**src/rtl/arx_pkg.sv**
```systemverilog
package arx_pkg;
  localparam int BYTE_W = 8;
  typedef enum logic {SMP_8BIT = 1'b0, SMP_16BIT = 1'b1} smp_mode_e;
endpackage

```
**src/rtl/arx_fifo.sv**
```systemverilog
module arx_fifo #(
  parameter int W     = 16,
  parameter int DEPTH = 8
) (
  input  logic         clk,
  input  logic         rst,
  input  logic         wr_en,
  input  logic [W-1:0] wr_data,
  input  logic         rd_en,
  output logic [W-1:0] rd_data,
  output logic         full,
  output logic         empty
);
  localparam int AW = $clog2(DEPTH);
  localparam logic [AW:0] FULL_CNT = (AW+1)'(DEPTH);

  logic [W-1:0]  mem [DEPTH];
  logic [AW-1:0] wp, rp;
  logic [AW:0]   cnt;
  logic          wr_ok, rd_ok;

  assign full  = (cnt == FULL_CNT);
  assign empty = (cnt == '0);
  assign wr_ok = wr_en && !full;
  assign rd_ok = rd_en && !empty;

  initial assert (DEPTH >= 4 && (DEPTH & (DEPTH - 1)) == 0)
    else $error("DEPTH must be a power of two, at least 4");

  // Storage without reset, so it can map to block RAM.
  always_ff @(posedge clk) begin
    if (wr_ok) mem[wp] <= wr_data;
  end

  always_ff @(posedge clk) begin
    if (rd_ok) rd_data <= mem[rp];
  end

  always_ff @(posedge clk) begin
    if (rst) begin
      wp  <= '0;
      rp  <= '0;
      cnt <= '0;
    end else begin
      if (wr_ok) wp <= wp + 1'b1;
      if (rd_ok) rp <= rp + 1'b1;
      case ({wr_ok, rd_ok})
        2'b10:   cnt <= cnt + 1'b1;
        2'b01:   cnt <= cnt - 1'b1;
        default: cnt <= cnt;
      endcase
    end
  end

  assert_drop_keeps_count_R8: assert property (@(posedge clk) disable iff (rst)
    (wr_en && full && !rd_en) |=> (cnt == $past(cnt)));
  assert_empty_read_holds_R6: assert property (@(posedge clk) disable iff (rst)
    (rd_en && empty && !wr_en) |=> ($stable(rd_data) && empty));
  assert_count_bound_R7: assert property (@(posedge clk) disable iff (rst)
    (cnt <= FULL_CNT) && !(full && empty));
endmodule

```
**src/rtl/arx_dma_bank.sv**
```systemverilog
module arx_dma_bank #(
  parameter int W     = 16,
  parameter int SLOTS = 4
) (
  input  logic                     clk,
  input  logic                     rst,
  input  logic                     wr_en,
  input  logic [$clog2(SLOTS)-1:0] wr_slot,
  input  logic [W-1:0]             wr_data,
  input  logic [$clog2(SLOTS)-1:0] rd_sel,
  output logic [W-1:0]             rd_data
);
  logic [SLOTS-1:0][W-1:0] regs;

  for (genvar s = 0; s < SLOTS; s++) begin : g_slot
    always_ff @(posedge clk) begin
      if (rst)                                           regs[s] <= '0;
      else if (wr_en && wr_slot == ($clog2(SLOTS))'(s))  regs[s] <= wr_data;
    end
  end

  always_ff @(posedge clk) begin
    if (rst) rd_data <= '0;
    else     rd_data <= regs[rd_sel];
  end

  assert_write_lands_R3: assert property (@(posedge clk) disable iff (rst)
    wr_en |=> (regs[$past(wr_slot)] == $past(wr_data)));
  assert_idle_no_change_R10: assert property (@(posedge clk) disable iff (rst)
    !wr_en |=> $stable(regs));
endmodule

```
**src/rtl/audio_rx_slot_buf.sv**
```systemverilog
module audio_rx_slot_buf #(
  parameter int SAMPLE_W  = 16,
  parameter int NUM_SLOTS = 4,
  parameter int DEPTH     = 8
) (
  input  logic                         clk,
  input  logic                         rst,
  input  logic                         mode_wide,
  input  logic [NUM_SLOTS-1:0]         slot_dma_map,
  input  logic                         rx_full_strobe,
  input  logic [$clog2(NUM_SLOTS)-1:0] rx_slot,
  input  logic [SAMPLE_W-1:0]          rx_word,
  input  logic                         fifo_rd,
  output logic [SAMPLE_W-1:0]          fifo_rdata,
  output logic                         fifo_full,
  output logic                         fifo_empty,
  output logic                         overrun,
  input  logic                         ovr_clr,
  input  logic [$clog2(NUM_SLOTS)-1:0] dma_sel,
  output logic [SAMPLE_W-1:0]          dma_rdata
);
  import arx_pkg::*;

  logic [SAMPLE_W-1:0] sample;
  logic                to_dma, fifo_wr, drop;
  smp_mode_e           mode;

  assign mode    = smp_mode_e'(mode_wide);
  assign sample  = (mode == SMP_16BIT) ? rx_word
                 : {{(SAMPLE_W-BYTE_W){1'b0}}, rx_word[BYTE_W-1:0]};
  assign to_dma  = slot_dma_map[rx_slot];
  assign fifo_wr = rx_full_strobe && !to_dma;
  assign drop    = fifo_wr && fifo_full;

  arx_fifo #(.W(SAMPLE_W), .DEPTH(DEPTH)) u_fifo (
    .clk(clk), .rst(rst), .wr_en(fifo_wr), .wr_data(sample),
    .rd_en(fifo_rd), .rd_data(fifo_rdata), .full(fifo_full), .empty(fifo_empty));

  arx_dma_bank #(.W(SAMPLE_W), .SLOTS(NUM_SLOTS)) u_dma (
    .clk(clk), .rst(rst), .wr_en(rx_full_strobe && to_dma), .wr_slot(rx_slot),
    .wr_data(sample), .rd_sel(dma_sel), .rd_data(dma_rdata));

  always_ff @(posedge clk) begin
    if (rst)          overrun <= 1'b0;
    else if (drop)    overrun <= 1'b1;
    else if (ovr_clr) overrun <= 1'b0;
  end

  assert_overrun_set_R8: assert property (@(posedge clk) disable iff (rst)
    drop |=> overrun);
  assert_overrun_clear_R9: assert property (@(posedge clk) disable iff (rst)
    (ovr_clr && !drop) |=> !overrun);
  assert_overrun_sticky_R8: assert property (@(posedge clk) disable iff (rst)
    (overrun && !ovr_clr) |=> overrun);
endmodule

```
**config.mk**
```make
export PLATFORM = sky130hd
export DESIGN_NAME = audio_rx_slot_buf
export DESIGN_NICKNAME = d
export VERILOG_FILES = /design/src/rtl/arx_pkg.sv /design/src/rtl/arx_fifo.sv /design/src/rtl/arx_dma_bank.sv /design/src/rtl/audio_rx_slot_buf.sv
export SDC_FILE = /design/constraint.sdc
export NUM_CORES = 1
export LEC_CHECK = 0
export ABC_AREA = 1
export ABC_CLOCK_PERIOD_IN_PS = 3000
export BUFFER_PORTS_ARGS = -buffer_cell sky130_fd_sc_hd__buf_2
export CAP_MARGIN = 20
export CELL_PAD_IN_SITES_DETAIL_PLACEMENT = 1
export CELL_PAD_IN_SITES_GLOBAL_PLACEMENT = 1
export CORE_UTILIZATION = 35
export DETAILED_ROUTE_END_ITERATION = 12
export PLACE_DENSITY = 0.69
export SYNTH_ARGS = -nofsm -noshare
export SYNTH_HDL_FRONTEND = slang
export SYNTH_SLANG_ARGS = --single-unit
```
**constraint.sdc**
```tcl
create_clock -name clk -period 3 [get_ports clk]
set_clock_uncertainty 0.2 [all_clocks]
set_input_delay 0.3 -clock clk [delete_from_list [all_inputs] [get_ports clk]]
set_output_delay 0.3 -clock clk [all_outputs]
set_load 0.02 [all_outputs]
```
* Word level (Yosys, flattened, before mapping)
Memories as Yosys holds them, arrays and structs flattened. A register that Yosys moved wholly into a read port is not among the register bits.
Cells that the tools add are included.
Widths: inputs -> output; s select.
** Operators by class
- Add/subtract/negate cells :: 4
- $lt $le $gt $ge :: 2
- Eq/ne operators :: 6
- Multiplexer cells :: 10
- Reductions and logical operators :: 16
** Operators with widths (number)
- $bmux 16 s2 :: 1
- $mux 16 :: 2
- $logic_and 1x1->1 :: 9
- $pmux 4 s2 :: 1
- $add 3x1->3 const B :: 2
- $eq 2x2->1 const B :: 3
- $lt 2x3->1 const B :: 2
- $mux 1 :: 5
- $add 4x1->4 const B :: 1
- $eq 2x1->1 const B :: 2
- $eq 4x4->1 const B :: 1
- $logic_not 4->1 :: 1
- $reduce_bool 2->1 :: 2
- $sub 4x1->4 const B :: 1
- $logic_not 1->1 :: 3
- $bmux 1 s2 :: 1
- $logic_not 2->1 :: 1
** Word-level totals
- Register bits after elaboration :: 91
- Bits in writable memories :: 128
- Input bits :: 30
- Output and inout port bits :: 35
- Memories kept :: 1
** Memory list
- u_fifo.mem :: depth 8, bits a word 16, rd ports 1, clocked after memory_dff 1, wr ports 1, RTL line arx_fifo.sv:17 : logic [W-1:0] mem [DEPTH];

* Longest topological paths before layout
Gate-level depths: netlist (run 1).
- Depth after elaboration :: 7
- Mapped depth :: 14

* By module
A second synthesis (run 1) with hierarchy kept.
** Second synthesis, totals
- Cell total of the unflattened synthesis :: 1075
- Area, all modules :: 9751.9 um^2
** Modules (own cells, without submodules)
- arx_fifo :: times used 1, cells an instance 537, area each 6203.4 um^2
- arx_dma_bank :: times used 1, cells an instance 504, area each 3377.0 um^2
- audio_rx_slot_buf :: times used 1, cells an instance 34, area each 171.4 um^2

* Least setup slack after synthesis (run 1)
No wires, ideal clock.
- Path kind :: flip-flop to flip-flop
- Start point :: register u_fifo.cnt[3]
- End point :: register u_fifo.cnt[2]
- Library setup time :: 115 ps
- Arrival time :: 2071 ps
- Slack :: 613 ps
- Stages on the path, launching flop included :: 11
- Path buffers :: 0
- Cells stage by stage :: dfxtp_1 inv_1 nand3_1 nand2_1 inv_1 ha_1 inv_1 fa_1 xnor2_1 o21ai_0 inv_1
** On the way
- Longest elaborated chain between the ends :: 5
** RTL lines
- from (decl) :: RTL line arx_fifo.sv:19 : logic [AW:0] cnt;
- from (signal assigned) :: RTL line arx_fifo.sv:48 : 2'b10: cnt <= cnt + 1'b1;
- from (signal assigned) :: RTL line arx_fifo.sv:49 : 2'b01: cnt <= cnt - 1'b1;
- from (signal assigned) :: RTL line arx_fifo.sv:50 : default: cnt <= cnt;
- $logic_not 4->1 * :: RTL line arx_fifo.sv:23 : assign empty = (cnt == '0);
- $logic_not 1->1 * :: RTL line arx_fifo.sv:25 : assign rd_ok = rd_en && !empty;
- $logic_and 1x1->1 * :: RTL line arx_fifo.sv:25
- named net u_fifo.rd_ok :: RTL line arx_fifo.sv:20 : logic wr_ok, rd_ok;
- $eq 2x1->1 / $eq 2x2->1 (equally long branches) :: RTL line arx_fifo.sv:47 : case ({wr_ok, rd_ok})
- $pmux 4 s2 / $reduce_bool 2->1 (equally long branches)
The timed path passes the listed nets; every way through them passes the cells marked *.
A chain may end at the register's enable or synchronous reset.

* Final worst setup path (run 1)
- Start point :: register u_fifo.cnt[0]
- End point :: register u_fifo.cnt[2]
** On the way
- Longest elaborated chain between the ends :: 5
** RTL lines (RTL line)
- $eq 4x4->1 / $logic_not 4->1 (equally long branches) :: arx_fifo.sv:22, arx_fifo.sv:23
- $logic_not 1->1, on equally long branches :: arx_fifo.sv:24, arx_fifo.sv:25
- $logic_and 1x1->1, on equally long branches :: arx_fifo.sv:24, arx_fifo.sv:25
- $eq 2x1->1 / $eq 2x2->1 (equally long branches) :: arx_fifo.sv:47
- $pmux 4 s2 / $reduce_bool 2->1 (equally long branches)
Parallel ways exist; a longest one is shown, timed or not.

==> results of run 1 <==
[cell usage in the layout, fill, tap and decap left out, drive strengths merged]
master	n
dlygate4sd3	18
o22ai	16
nand3	12
o211ai	10
xor2	2
xnor2	1
buf	90
edfxtp	144
clkinvlp	1
nand4	21
a21oi	93
nand2	143
o21ai	115
ha	5
dfxtp	91
nor2	134
clkinv	10
fa	1
inv	69
mux2i	16
clkbuf	36
and3	1
[kinds of logic after synthesis]
kind of cell	Yosys count	synth area share [%]
muxes	16	1.70
adders and majority gates	6	0.875
xor gates and xnor gates	3	0.278
DFF	235	65.1
AOI/OAI and AO/OA	234	12.9
and+or+nand+nor	311	13.4
buffers and inverters	130	5.79
[sequential cells by signal, indices dropped and copies added, names as in the netlist]
name	flops
u_fifo.mem	128
u_dma.regs	64
u_dma.rd_data	16
u_fifo.rd_data	16
u_fifo.cnt	4
u_fifo.rp	3
u_fifo.wp	3
overrun	1
[worst min path at each step]
stage | slack (ps) | end | startpoint
after floorplan | 200 | u_fifo.mem[0][0] | rx_word[0]
after global placement | 230 | u_dma.regs[6] | u_dma.regs[6]
after detailed placement | 240 | u_dma.regs[0] | u_dma.regs[0]
after CTS | 1 | u_dma.rd_data[2] | dma_sel[1]
after global routing | 30 | u_fifo.wp[2] | slot_dma_map[0]
final | 6 | u_dma.rd_data[2] | dma_sel[1]
[per-layer routing]
metal	track usage, %	routed length (um)	vias up
li1	-	-	3339
met1	22.4	10700	3397
met2	31.6	11800	111
met3	2.10	981	32
met4	4.39	462	0
met5	0	0	-
[per-stage QoR]
stage	cells	utilization, %	area [um2]
after floorplan	935	-	9440
after global placement	1302	38.5	10100
after detailed placement	1302	38.5	10100
after CTS	1364	42.0	11000
after global routing	1364	42.0	11000
final	1364	42.0	11000
[cells in the mapped netlist (2+ instances only)]
| cell | count |
|---|---|
| nand2_2 | 2 |
| edfxtp_1 | 144 |
| o22ai_1 | 16 |
| clkbuf_1 | 26 |
| dfxtp_1 | 91 |
| nor2_1 | 134 |
| nand3_1 | 10 |
| buf_2 | 18 |
| xor2_1 | 2 |
| ha_1 | 5 |
| nand2_1 | 141 |
| o21ai_1 | 8 |
| nand4_1 | 21 |
| buf_6 | 3 |
| inv_1 | 68 |
| mux2i_1 | 16 |
| clkinv_1 | 3 |
| a21oi_1 | 93 |
| o211ai_1 | 10 |
| o21ai_0 | 107 |
| buf_1 | 8 |
| buf_4 | 3 |
[layout make-up]
cell class	instances	area (um2)	area share, %
timing repair buffer	108	708	6.42
tap	335	419	3.80
sequential	235	6150	55.7
clock buffer	36	688	6.24
clock inverter	8	47.5	0.431
inverter	72	273	2.47
multi-input combinational	570	2750	24.9
[what timing repair did]
item | in CTS | in global routing
hold buffers | 18 | 0
buffers inserted | 0 | 0
hold endpoints to repair | 90 | 0
[critical path, stage by stage (launching register included)]
cell and delay [ps]:
dfxtp_1 330, nor2_1 160, nand3_1 180, nand3_1 220, ha_1 290, inv_1 90, fa_1 440, xnor2_1 140
o21ai_0 180, inv_1 60
[where the power goes]
group,switching (mW),total (mW),internal (mW),leakage (nW)
logic,1.29,1.90,0.612,1.79
registers,0.110,3.84,3.73,2.06
clock network,1.25,2.84,1.59,0.351
==> out/qor.yml, run 1 <==
p_leak_nw: 4.20
required_ps: 3220
ir_worst_vdd_mv: 0.380
critical_path_class: "reg2reg"
critPathCaptureType: "flip-flop"
first_pass_iters: 9
tritoncts_num_sinks: 235
n_fill_cell: 2970
cts-root-buf: "clkbuf_16"
fp.dieW_um: 166
numPortBuffers: 64
finalPower_mw: 8.58
rr_worst_depth: 9
preCtsSetupSlack_ps: 432
drtIter0Drc: 434
synth_area_um2: 9440
status: "finished, violations left"
grtUsageTotal_pct: 17.6
htreeDepth: 1
yosysSeqAreaShare_pct: 65.1
cp_data_arrival_time_ps: 2630
cts.path.max_buffers: 3
grt_max_degree: 47
antenna_found_initial: 0
rsz0062_at_grt: "no"
reg2reg_slack_ps: 590
violations: "design-rule violations"
die_y_um: 166
core-area_um2: 26300
overflow: 0
synth.distinct_cells: 28
slew_viol_final: 0
synth_area_leaders: "edfxtp_1 (46%), dfxtp_1 (19%), o21ai_0 (5.7%)"
diodes: 0
clk_pin_slew_ps: 60
ant_nets: 0
cp-startpoint: "u_fifo.cnt[0]"
r2r_start: "u_fifo.cnt[0]"
drv_cap: 0
max_slew.worst_pin.slew_ps: 594
worstHoldPathType: "in2reg"
maxSlewHeadroom_pct: 60.3
drc: 5
die_area_um2: 27600
setup-violations-final: 0
yosysTopAreaCell: "edfxtp_1"
finalHoldViolations: 0
synth_ff_type: "edfxtp_1"
synthesis.nets: 971
row_count: 59
cts_tree: "done"
nets: 1049
numCtsBuffers: 26
fmax_ghz: 0.415
power.density_nw_per_um2: 778
yosys_warnings: 0
ys_ff_latch: 235
whs_ps: 6.34
viasPerCell: 5.04
whs_path_depth: 4
cts-resized-gates: 0
avgSynthCellArea_um2: 10.1
drive_gt1_share_pct: 12.2
area_growth_pct: 16.9
netlist_instances: 935
initial_core_util_pct: 35.9
finalCritPeriodShare_pct: 80.3
grt_pass1_vias: 7158
async_flop_share_pct: 0
grt_pass1_wl_um: 38500
critical_path.max_fanout: 5
worstReg2RegEnd: "u_fifo.cnt[2]"
io_pins: 65
vias: 6879
min_period_ps: 2410
synth_top_area_share_pct: 45.8
routabilityCongestion: 0.750
synth-edff-count: 144
endpoint: "u_fifo.cnt[2]"
crit_path_start_kind: "flip-flop"
routedWlPerCell_um: 17.6
final.setup.tns_ps: 0
routed_wl_um: 24000
worst_slack_ps: 592
clock_latency_ps: 530
hpwl_um: 14700
Power figures use the tool's default switching activity.
==> inputs of run 2 (changes only) <==
--- a/config.mk
+++ b/config.mk
@@ -6,7 +6,7 @@
 export NUM_CORES = 1
 export LEC_CHECK = 0
 export ABC_AREA = 1
-export ABC_CLOCK_PERIOD_IN_PS = 3000
+export ABC_CLOCK_PERIOD_IN_PS = 2460
 export BUFFER_PORTS_ARGS = -buffer_cell sky130_fd_sc_hd__buf_2
 export CAP_MARGIN = 20
 export CELL_PAD_IN_SITES_DETAIL_PLACEMENT = 1
==> constraint.sdc (replaced) <==
create_clock -name clk -period 2.46 [get_ports clk]
set_clock_uncertainty 0.2 [all_clocks]
set_input_delay 0.246 -clock clk [delete_from_list [all_inputs] [get_ports clk]]
set_output_delay 0.246 -clock clk [all_outputs]
set_load 0.02 [all_outputs]
==> out/qor.yml, run 2 (synthesis gave the netlist of run 1 again) <==
largest_register_ffs: 128
preCtsSetupSlack_ps: 66.6
numCtsBuffers: 27
antenna_found_initial: 0
htreeDepth: 1
max_slew.worst_pin.slew_ps: 666
seqPwrFrac_pct: 42.0
critical_path_class: "reg2reg"
grt_pass1_vias: 7295
clock_latency_ps: 530
ir_worst_vdd_mv: 0.384
hold_start: "mode_wide"
status: "finished, violations left"
diodes: 0
switching_power_mw: 3.32
reg_top3: "u_fifo.mem (128), u_dma.regs (64)"
power.density_nw_per_um2: 977
grt_pass1_wl_um: 38700
layout_commonest_cell: "edfxtp_1"
clk_pin_slew_ps: 60
internal_power_mw: 7.80
cts_tree: "done"
pwr-share-clk_pct: 36.3
numPortBuffers: 64
p_comb_share_pct: 21.7
io_pins: 65
critical_path.max_fanout: 5
cts.path.max_buffers: 3
multi_input_area_um2: 2750
viasPerCell: 5.04
swShare_pct: 29.9
top_register: "u_fifo.mem"
core-area_um2: 26300
drive_gt1_share_pct: 14.0
critPathCaptureType: "flip-flop"
min_period_ps: 2270
die_y_um: 166
routabilityCongestion: 0.733
drv_cap: 0
hpwl_um: 14800
r2r_start: "u_fifo.cnt[1]"
final_cell_mix: "edfxtp_1 (144), nand2_1 (141), nor2_1 (134)"
finalCritPeriodShare_pct: 92.3
slew_viol_final: 0
cp-startpoint: "u_fifo.cnt[1]"
routedWlPerCell_um: 17.5
area_growth_pct: 20.7
grtUsageTotal_pct: 17.7
violations: "design-rule violations"
die_area_um2: 27600
holdPathEnd: "u_dma.regs[24]"
cts_setup_buffers: 0
p_leak_nw: 4.38
worstReg2RegEnd: "u_fifo.cnt[2]"
drtIter0Drc: 298
grt_max_degree: 50
whs_path_depth: 5
rr_worst_depth: 9
final.setup.tns_ps: 0
initial_core_util_pct: 35.9
tritoncts_num_sinks: 235
rsz0062_at_grt: "no"
crit_path_start_kind: "flip-flop"
drc: 5
overflow: 0
maxSlewHeadroom_pct: 55.3
fmax_ghz: 0.440
routed_wl_um: 24200
row_count: 59
worstHoldPathType: "in2reg"
cts-root-buf: "clkbuf_16"
finalHoldViolations: 0
reg2reg_slack_ps: 190
n_fill_cell: 2979
setup-violations-final: 0
nets: 1062
fp.dieW_um: 166
first_pass_iters: 8
required_ps: 2680
cp_data_arrival_time_ps: 2490
ant_nets: 0
seq_area_um2: 6150
worst_slack_ps: 189
vias: 6972
==> run 2: how the worst max path moves through the flow <==
stage	to	slack, ps	cells past startpoint
2_1_floorplan	u_fifo.cnt[2]	70	10
4_1_cts	u_fifo.cnt[2]	160	9
5_1_grt	u_fifo.cnt[2]	20	9
3_3_place_gp	u_fifo.cnt[3]	150	14
6_report	u_fifo.cnt[2]	190	9
3_5_place_dp	u_fifo.cnt[3]	70	14
==> run 2: critical path: stages, from the launching register on <==
cell and delay, ps:
dfxtp_1 340, nor2_1 140, nand3_1 190, nand3_1 180, ha_1 260, inv_1 90
fa_1 440, xnor2_1 130, o21ai_0 140, inv_1 50
==> run 2: per-stage QoR <==
step | utilization [%] | power, mW | hold WS (ps) | instances | area [um2]
finish | 43.3 | 11.1 | 25.9 | 1382 | 11400
global route | 43.3 | 11.7 | 87.7 | 1382 | 11400
CTS | 43.3 | 11.3 | 7.19 | 1382 | 11400
detailed placement | 38.9 | 7.16 | 236 | 1306 | 10200
global placement | 38.9 | 7.07 | 230 | 1306 | 10200
floorplan | - | 6.30 | 145 | 935 | 9440
==> run 2: final cells by class <==
class	instances	area share [%]
Sequential cell	235	54.0
Multi-Input combinational cell	570	24.1
Timing Repair Buffer	120	7.84
Clock buffer	39	7.03
Tap cell	335	3.68
Inverter	72	2.39
Clock inverter	11	0.967
==> run 2: power groups by stage <==
stage | Combinational (mW) | Sequential [mW] | Clock (mW)
after detailed placement | 2.40 | 4.76 | 0
after floorplan | 1.40 | 4.90 | 0
final | 2.41 | 4.68 | 4.03
after global routing | 2.69 | 4.70 | 4.28
after CTS | 2.45 | 4.68 | 4.14
after global placement | 2.32 | 4.75 | 0
==> run 2: metal layers <==
layer | wire, um | track usage [%] | vias up
met5 | 0 | 0 | -
met4 | 542 | 4.95 | 0
met3 | 643 | 2.26 | 35
met2 | 12100 | 32.4 | 100
met1 | 10900 | 21.7 | 3461
li1 | - | - | 3376
==> run 2: repair_timing <==
item | in CTS | in global routing
hold buffers | 26 | 0
endpoints found under the hold margin | 111 | 0
resized for setup | 0 | 0
